==> config.mk <==
export PLATFORM = sky130hd
export DESIGN_NAME = vmeReqTop
export DESIGN_NICKNAME = d
export VERILOG_FILES = /design/src/rtl/vmeReqPkg.sv /design/src/rtl/vmeReqCtrl.sv /design/src/rtl/vmeReqData.sv /design/src/rtl/vmeReqTop.sv
export SDC_FILE = /design/constraint.sdc
export NUM_CORES = 1
export LEC_CHECK = 0
export BUFFER_PORTS_ARGS = -buffer_cell sky130_fd_sc_hd__buf_2
export CAP_MARGIN = 5
export CORE_AREA = 2 2 39 41
export CTS_BUF_LIST = sky130_fd_sc_hd__clkbuf_8
export CTS_CLUSTER_DIAMETER = 80
export DETAILED_ROUTE_END_ITERATION = 10
export DIE_AREA = 0 0 41 43
export PLACE_DENSITY = 0.67
export SKIP_LAST_GASP = 1
export SLEW_MARGIN = 20
export SYNTH_ARGS = -nofsm -noshare
export SYNTH_HDL_FRONTEND = slang
export SYNTH_HIERARCHICAL = 1
export SYNTH_SLANG_ARGS = --single-unit
==> constraint.sdc <==
create_clock -name clk -period 3.37 [get_ports clk]
set_input_delay 0.674 -clock clk [delete_from_list [all_inputs] [get_ports clk]]
set_output_delay 0.674 -clock clk [all_outputs]
set_load 0.02 [all_outputs]
==> src/rtl/vmeReqPkg.sv <==
package vmeReqPkg;

  typedef enum logic [2:0] {
    ST_IDLE  = 3'd0,
    ST_WAIT  = 3'd1,
    ST_REQ   = 3'd2,
    ST_OWN   = 3'd3,
    ST_KEEP  = 3'd4
  } reqStateT;

  // strobes from control to datapath
  typedef struct packed {
    logic loadLevel;
    logic driveReq;
    logic holdBusy;
    logic grantDev;
  } reqCtrlT;

  // conditions from datapath to control
  typedef struct packed {
    logic pendAtCfg;
    logic pendAtLevel;
    logic pendAny;
    logic grantHere;
  } reqStatT;

endpackage

==> src/rtl/vmeReqCtrl.sv <==
module vmeReqCtrl
  import vmeReqPkg::*;
(
  input  logic    clk,
  input  logic    rstN,
  input  logic    cfgFair,
  input  logic    cfgRelOnReq,
  input  logic    devWantBus,
  input  logic    bbsyIn,
  input  reqStatT stat,
  output reqCtrlT ctrl
);

  reqStateT stateQ, stateD;

  always_comb begin
    stateD = stateQ;
    unique case (stateQ)
      ST_IDLE: begin
        if (devWantBus) begin
          if (cfgFair && stat.pendAtCfg) stateD = ST_WAIT;
          else                           stateD = ST_REQ;
        end
      end
      ST_WAIT: begin
        if (!devWantBus)            stateD = ST_IDLE;
        else if (!stat.pendAtLevel) stateD = ST_REQ;
      end
      ST_REQ: begin
        if (stat.grantHere && !bbsyIn) stateD = ST_OWN;
      end
      ST_OWN: begin
        if (!devWantBus) begin
          if (cfgRelOnReq && !stat.pendAny) stateD = ST_KEEP;
          else                              stateD = ST_IDLE;
        end
      end
      ST_KEEP: begin
        if (stat.pendAny)     stateD = ST_IDLE;
        else if (devWantBus)  stateD = ST_OWN;
      end
      default: stateD = ST_IDLE;
    endcase
  end

  always_ff @(posedge clk) begin
    if (!rstN) stateQ <= ST_IDLE;
    else       stateQ <= stateD;
  end

  always_comb begin
    ctrl.loadLevel = (stateQ == ST_IDLE) && devWantBus;
    ctrl.driveReq  = (stateQ == ST_REQ);
    ctrl.holdBusy  = (stateQ == ST_OWN) || (stateQ == ST_KEEP);
    ctrl.grantDev  = (stateQ == ST_OWN);
  end

endmodule

==> src/rtl/vmeReqData.sv <==
module vmeReqData
  import vmeReqPkg::*;
#(
  parameter int NUM_LEVELS    = 4,
  parameter int DEFAULT_LEVEL = 3,
  localparam int LVL_W        = $clog2(NUM_LEVELS)
) (
  input  logic                  clk,
  input  logic                  rstN,
  input  logic [LVL_W-1:0]      cfgLevel,
  input  logic [NUM_LEVELS-1:0] busReqIn,
  input  logic [NUM_LEVELS-1:0] busGrantIn,
  input  reqCtrlT               ctrl,
  output reqStatT               stat,
  output logic [NUM_LEVELS-1:0] busReqOut,
  output logic [NUM_LEVELS-1:0] busGrantOut,
  output logic                  bbsyOut,
  output logic                  devGrantBus
);

  logic [LVL_W-1:0]      levelQ;
  logic [NUM_LEVELS-1:0] levelHot;
  logic [NUM_LEVELS-1:0] cfgHot;
  logic [NUM_LEVELS-1:0] reqMask;

  always_ff @(posedge clk) begin
    if (!rstN)               levelQ <= LVL_W'(DEFAULT_LEVEL);
    else if (ctrl.loadLevel) levelQ <= cfgLevel;
  end

  for (genvar i = 0; i < NUM_LEVELS; i++) begin : g_decode
    assign levelHot[i] = (levelQ == LVL_W'(i));
    assign cfgHot[i]   = (cfgLevel == LVL_W'(i));
    assign reqMask[i]  = ctrl.driveReq && levelHot[i];
  end

  always_comb begin
    stat.pendAtCfg   = |(busReqIn & cfgHot);
    stat.pendAtLevel = |(busReqIn & levelHot);
    stat.pendAny     = |busReqIn;
    stat.grantHere   = |(busGrantIn & levelHot);
  end

  assign busReqOut   = reqMask;
  assign busGrantOut = busGrantIn & ~reqMask;
  assign bbsyOut     = ctrl.holdBusy;
  assign devGrantBus = ctrl.grantDev;

endmodule

==> src/rtl/vmeReqTop.sv <==
module vmeReqTop
  import vmeReqPkg::*;
#(
  parameter int NUM_LEVELS    = 4,
  parameter int DEFAULT_LEVEL = 3,
  localparam int LVL_W        = $clog2(NUM_LEVELS)
) (
  input  logic                  clk,
  input  logic                  rstN,
  input  logic [LVL_W-1:0]      cfgLevel,
  input  logic                  cfgFair,
  input  logic                  cfgRelOnReq,
  input  logic                  devWantBus,
  output logic                  devGrantBus,
  input  logic [NUM_LEVELS-1:0] busReqIn,
  output logic [NUM_LEVELS-1:0] busReqOut,
  input  logic                  bbsyIn,
  output logic                  bbsyOut,
  input  logic [NUM_LEVELS-1:0] busGrantIn,
  output logic [NUM_LEVELS-1:0] busGrantOut
);

  reqCtrlT ctrl;
  reqStatT stat;

  vmeReqCtrl u_ctrl (
    .clk         (clk),
    .rstN        (rstN),
    .cfgFair     (cfgFair),
    .cfgRelOnReq (cfgRelOnReq),
    .devWantBus  (devWantBus),
    .bbsyIn      (bbsyIn),
    .stat        (stat),
    .ctrl        (ctrl)
  );

  vmeReqData #(
    .NUM_LEVELS    (NUM_LEVELS),
    .DEFAULT_LEVEL (DEFAULT_LEVEL)
  ) u_data (
    .clk         (clk),
    .rstN        (rstN),
    .cfgLevel    (cfgLevel),
    .busReqIn    (busReqIn),
    .busGrantIn  (busGrantIn),
    .ctrl        (ctrl),
    .stat        (stat),
    .busReqOut   (busReqOut),
    .busGrantOut (busGrantOut),
    .bbsyOut     (bbsyOut),
    .devGrantBus (devGrantBus)
  );

endmodule

==> results of run 1 <==
per-layer routing:
metal	part of all wire	global-route usage	vias to the layer above
met5	0	0	-
met2	0.51	0.2125	14
li1	-	-	253
met3	0.075	0.08377	0
met1	0.42	0.1667	224
met4	0	0.02000	0
sequential cells by signal (all words and copies together) (netlist names):
register and count:
u_data/levelQ 2, u_ctrl/stateQ 3
how the worst max path moves through the flow:
stage	slack, ns	start	depth (start not counted)	to
after global routing	0.81	u_ctrl/stateQ[1]	4	busGrantOut[0]
final	0.99	u_ctrl/stateQ[1]	4	busGrantOut[0]
after floorplan	1.09	u_ctrl/stateQ[0]	4	busGrantOut[0]
after detailed placement	1.17	busReqIn[0]	6	u_ctrl/stateQ[1]
after global placement	1.19	busReqIn[0]	6	u_ctrl/stateQ[1]
after CTS	0.96	u_ctrl/stateQ[1]	4	busGrantOut[0]
kinds of logic after synthesis:
family / share of synthesized area
flip-flops: 0.2025
AO/OA/AOI/OAI: 0.1620
AND/OR/NAND/NOR: 0.3190
multiplexers: 0.1975
buffers and inverters: 0.1190
worst min-delay path, cell delays in order (launching register included):
cell and delay [ns]:
dfxtp_1 0.40, nand2_1 0.10, mux2i_1 0.06
synth_stat cells:
| cell | count |
|---|---|
| a211oi_1 | 1 |
| a21o_1 | 1 |
| a22oi_1 | 1 |
| and3_2 | 1 |
| and3b_2 | 1 |
| buf_4 | 3 |
| buf_6 | 2 |
| clkbuf_8 | 1 |
| dfxtp_1 | 5 |
| mux2i_1 | 3 |
| mux4_2 | 3 |
| nand2_1 | 8 |
| nand2b_1 | 1 |
| nand3_1 | 2 |
| nor2_1 | 6 |
| nor2b_1 | 4 |
| nor3_1 | 1 |
| nor3b_1 | 2 |
| nor4b_1 | 1 |
| o211a_1 | 1 |
| o21a_1 | 3 |
| o21ai_0 | 1 |
| o21ai_1 | 1 |
| o31ai_1 | 2 |
| or4_1 | 1 |
| or4b_1 | 1 |
metrics by stage:
stage	hold slack (ns)	power (mW)	area, um2
global placement	0.5928	0.2649	580.6
finish	0.6109	0.3694	625.6
CTS	0.6080	0.3754	625.6
detailed placement	0.5984	0.2671	580.6
global route	0.6496	0.4001	625.6
floorplan	0.5460	0.2533	494.2
final cells by class:
cell class,count,share of cell area
tap,16,0.03200
clock buffer,3,0.06600
clock inverter,1,0.006000
timing repair buffer,25,0.2000
multi-input combinational,46,0.5360
sequential,5,0.1600
power by group:
part	leakage, nW	internal [mW]	total [mW]	switching, mW
registers	0.0411	0.0741	0.108	0.0335
logic	0.236	0.0766	0.157	0.0808
clock network	0.0269	0.0778	0.104	0.0265
total	0.304	0.229	0.369	0.141
==> metrics.cfg, run 1 <==
[status]
status = finished clean

[cells_and_area]
fin_nets = 97
drive_gt1_frac = 0.4125
layout.cells.non_filler = 96
layout_common_cells = buf_2, nand2_1, nor2_1, dfxtp_1, nor2b_1
post-route-util = 0.4521
multi_input_area_um2 = 335.3
antennaDiodeCount = 0
seqCellArea_um2 = 100.1
final_common_cell = buf_2
area.growth.synth_to_final_pct = 26.58
fillers = 147

[floorplan]
coreArea_um2 = 1384
dieArea_um2 = 1763
initial_core_util = 0.3571
rows = 14
die_h_um = 43
io_pins = 26
fp.dieW_um = 41

[timing]
relSlewSlack = 0.6078
fmax_mhz = 420.4
worstMarginPinSlew_ns = 0.5801
drv_slew = 0
rsz0062_at_grt = no
fin_crit_sh = 0.7059
tns_ns = 0
fin_crit_ns = 2.379
finClkSkew_ns = 0.001679
report.final.hold_viol_count = 0
timing.final.ws_setup_ns = 0.9911
setup_viol = 0

[route]
routed_wl_mm = 1.028
drc_errors = 0
vias = 491
viasPerCell = 5.115
wire_per_inst_um = 10.71
ant_nets = 0
drt_iter0_drc = 2
dr.pass1.iters = 2

[critical_path]
rr_startpoint = u_data/levelQ[0]
crit_path_max_fanout = 12
crit_top_cell = nor3b_1
required_ns = 2.70
criticalPathCategory = reg -> out
arrival_ns = 1.70
r2r_end = u_ctrl/stateQ[1]
rr_worst_depth = 5
slowest_delay_ns = 0.52
cp-end-kind = output port
crit_slowest_cell = dfxtp_1
worstSetupStartpointType = flop
rrSetupSlack_ns = 1.70
crit_buf_inv = 1
crit_family = simple AND/OR/NAND/NOR gates
path_cells = nor3b_1 > nor3b_1 > nor2b_1 > buf_2

[clock_network]
cts-hold-fix-buffers = 0
cts_made_buffers = 3
cts.path.max_buffers = 2
post_cts_buffers = 0
clock_sinks = 5
clk_latency_ns = 0.22
cts_max_level = 1
path_clk_slew_ns = 0.03
tritoncts = yes
cts_resized = 0
cts_root_buf = clkbuf_8

[placed_design]
dp.cells = 92
hpwlAfterDp_um = 863
place_congestion = 0.7963
io_buffers = 25
place_ws_ns = 1.166

[hold_path]
hp-class = reg -> reg
hold_start = u_ctrl/stateQ[1]
worstHoldPathCells = 2
hold-path-endpoint = u_ctrl/stateQ[1]

[logic_synthesis]
netlist_instances = 57
yosys.area.top_type_share = 0.2025
syn_area_um2 = 494.2
yosys_register_bits = 5
synth_top_area_cell = dfxtp_1
ys_seq_area_frac = 0.2025
avgSynthCellArea_um2 = 8.671
ys_top_cells_by_area = dfxtp_1, mux4_2, mux2i_1, nand2_1, nor2b_1
yosysWarnings = 6
syn_nets = 73
yosysUniqueCellTypes = 26

[power_and_ir_drop]
vdd_drop_max_uv = 307.1
pwr_density_cell_nw_per_um2 = 590.5
leakagePower_nw = 0.3043

[grt]
grt-ovfl-total = 0
grt_usage = 0.1393
grt_pass1_vias = 415
grt_max_degree = 13
antenna_found_initial = 0
grt_pass1_wl_mm = 1.656

[flow_run]
maxCapViolations = 0

Power figures use the tool's default switching activity.
==> run 2, diff against run 1 <==
clock period = 2.3 ns   (was 3.37 ns; I/O delays follow)
==> run 2 against run 1 <==
Sequential cell count did not move. Die area did not move. Utilization rose by 0.54 points. Critical path type unchanged. Largest power group unchanged.
==> metrics.cfg, run 2 (synthesis gave the netlist of run 1 again) <==
[status]
status = finished clean

[grt]
grt-ovfl-total = 0  ; unchanged
antenna_found_initial = 0  ; unchanged
grt_usage = 0.1439  ; +0.004617
grt_max_degree = 13  ; unchanged
grt_pass1_vias = 416  ; +0.24%
grt_pass1_wl_mm = 1.725  ; +4.2%

[clock_network]
clk_latency_ns = 0.22  ; about the same
cts_max_level = 1  ; unchanged
cts_root_buf = clkbuf_8
clock_sinks = 5  ; unchanged
path_clk_slew_ns = 0.03  ; about the same
post_cts_buffers = 0  ; unchanged
cts-hold-fix-buffers = 0  ; unchanged
tritoncts = yes
cts.path.max_buffers = 2  ; unchanged
cts_resized = 0  ; unchanged
cts_made_buffers = 3  ; unchanged

[timing]
fmax_mhz = 472.5
fin_crit_ns = 2.116
report.final.hold_viol_count = 0  ; unchanged
finClkSkew_ns = 0.0007189  ; -0.0009604 ns
fin_crit_sh = 0.9202
worstMarginPinSlew_ns = 0.5792  ; -0.0009224 ns
rsz0062_at_grt = no
tns_ns = 0  ; unchanged
drv_slew = 0  ; unchanged
setup_viol = 0  ; unchanged
relSlewSlack = 0.6085  ; +0.0006240

[critical_path]
arrival_ns = 1.66  ; -0.04 ns
rrSetupSlack_ns = 0.57  ; -1.13 ns
worstSetupStartpointType = flop
rr_startpoint = u_data/levelQ[0]
required_ns = 1.84  ; -0.86 ns
cp-end-kind = output port
crit_path_max_fanout = 12  ; unchanged
r2r_end = u_ctrl/stateQ[2]
criticalPathCategory = reg -> out
rr_worst_depth = 5  ; unchanged

[placed_design]
placed_area_um2 = 588.1  ; +1.3%
place_congestion = 0.7928  ; -0.44%
io_buffers = 25  ; unchanged
hpwlAfterDp_um = 854  ; -1.0%

[floorplan]
fp.dieW_um = 41  ; unchanged
io_pins = 26  ; unchanged
dieArea_um2 = 1763  ; unchanged
initial_core_util = 0.3571  ; unchanged
die_h_um = 43  ; unchanged
coreArea_um2 = 1384  ; unchanged
rows = 14  ; unchanged

[hold_path]
hp-class = in -> reg
hold_start = rstN
hold-path-endpoint = u_data/levelQ[0]
worstHoldPathCells = 2  ; unchanged

[cells_and_area]
seqCellArea_um2 = 100.1  ; unchanged
multi_input_area_um2 = 335.3  ; unchanged
fin_nets = 98  ; +1.0%
final_area_um2 = 633.1  ; +1.2%
reg_top3 = u_ctrl/stateQ (3), u_data/levelQ (2)
layout_common_cells = buf_2, nand2_1, nor2_1, dfxtp_1, nor2b_1
drive_gt1_frac = 0.4198  ; +0.007253
fillers = 151  ; +2.7%
largest_register = u_ctrl/stateQ
largest_reg_flops = 3  ; unchanged
area.growth.synth_to_final_pct = 28.10
final_common_cell = buf_2
antennaDiodeCount = 0  ; unchanged

[power_and_ir_drop]
vdd_drop_max_uv = 468.4  ; +53%
pwr_density_cell_nw_per_um2 = 876.3  ; +48%
leakagePower_nw = 0.3094  ; +1.7%

[flow_run]
maxCapViolations = 0  ; unchanged

[route]
vias = 501  ; +2.0%
drc_errors = 0  ; unchanged
dr.pass1.iters = 4  ; +2
drt_iter0_drc = 8  ; +6
ant_nets = 0  ; unchanged
viasPerCell = 5.165  ; +0.98%
wire_per_inst_um = 10.78  ; +0.70%
routed_wl_mm = 1.046  ; +1.8%

-- run 2: area by class of cell --
| cell class | count | area share |
|---|---|---|
| flip-flops and latches | 5 | 0.1581 |
| clock inverters | 1 | 0.005929 |
| repair buffers | 26 | 0.2095 |
| multi-input cells | 46 | 0.5296 |
| clock buffers | 3 | 0.06522 |
| well taps | 16 | 0.03162 |
-- run 2: per-layer routing --
metal | share of wire | global-route usage
met5 | 0 | 0
met4 | 0 | 0.04000
met3 | 0.070 | 0.06283
met2 | 0.49 | 0.2125
met1 | 0.44 | 0.1854
-- run 2: worst max path at each step --
stage / from / endpoint / slack, ns / depth (start not counted)
2_1_floorplan: u_ctrl/stateQ[0] / busGrantOut[0] / 0.23 / 4
3_3_place_gp: busReqIn[0] / u_ctrl/stateQ[1] / 0.33 / 6
3_5_place_dp: busReqIn[0] / u_ctrl/stateQ[1] / 0.31 / 6
4_1_cts: u_ctrl/stateQ[2] / busGrantOut[0] / 0.20 / 4
5_1_grt: u_ctrl/stateQ[2] / busGrantOut[0] / 0.04 / 4
6_report: u_ctrl/stateQ[2] / busGrantOut[0] / 0.18 / 4
-- run 2: through the flow --
step | utilization | std cells | power (mW) | hold slack [ns] | setup WS (ns)
after CTS | 0.4575 | 97 | 0.5602 | 0.4585 | 0.1963
final | 0.4575 | 97 | 0.5548 | 0.4625 | 0.1836
after floorplan | - | 57 | 0.3712 | 0.5219 | 0.2313
after global routing | 0.4575 | 97 | 0.5992 | 0.4795 | 0.04090
after detailed placement | 0.4250 | 93 | 0.4005 | 0.6270 | 0.3096
after global placement | 0.4250 | 93 | 0.3985 | 0.6001 | 0.3322
-- run 2: power breakdown --
| part | leakage [nW] | internal [mW] | switching [mW] | total, mW |
|---|---|---|---|---|
| combinational | 0.241 | 0.121 | 0.138 | 0.258 |
| sequential | 0.0411 | 0.109 | 0.0345 | 0.143 |
| clock | 0.0269 | 0.114 | 0.0393 | 0.153 |
| total | 0.309 | 0.343 | 0.211 | 0.555 |
-- run 2: critical path: stages (launching register included) --
cell     delay [ns]
dfxtp_1        0.41
nor3b_1        0.47
nor3b_1        0.33
nor2b_1        0.07
buf_2          0.16
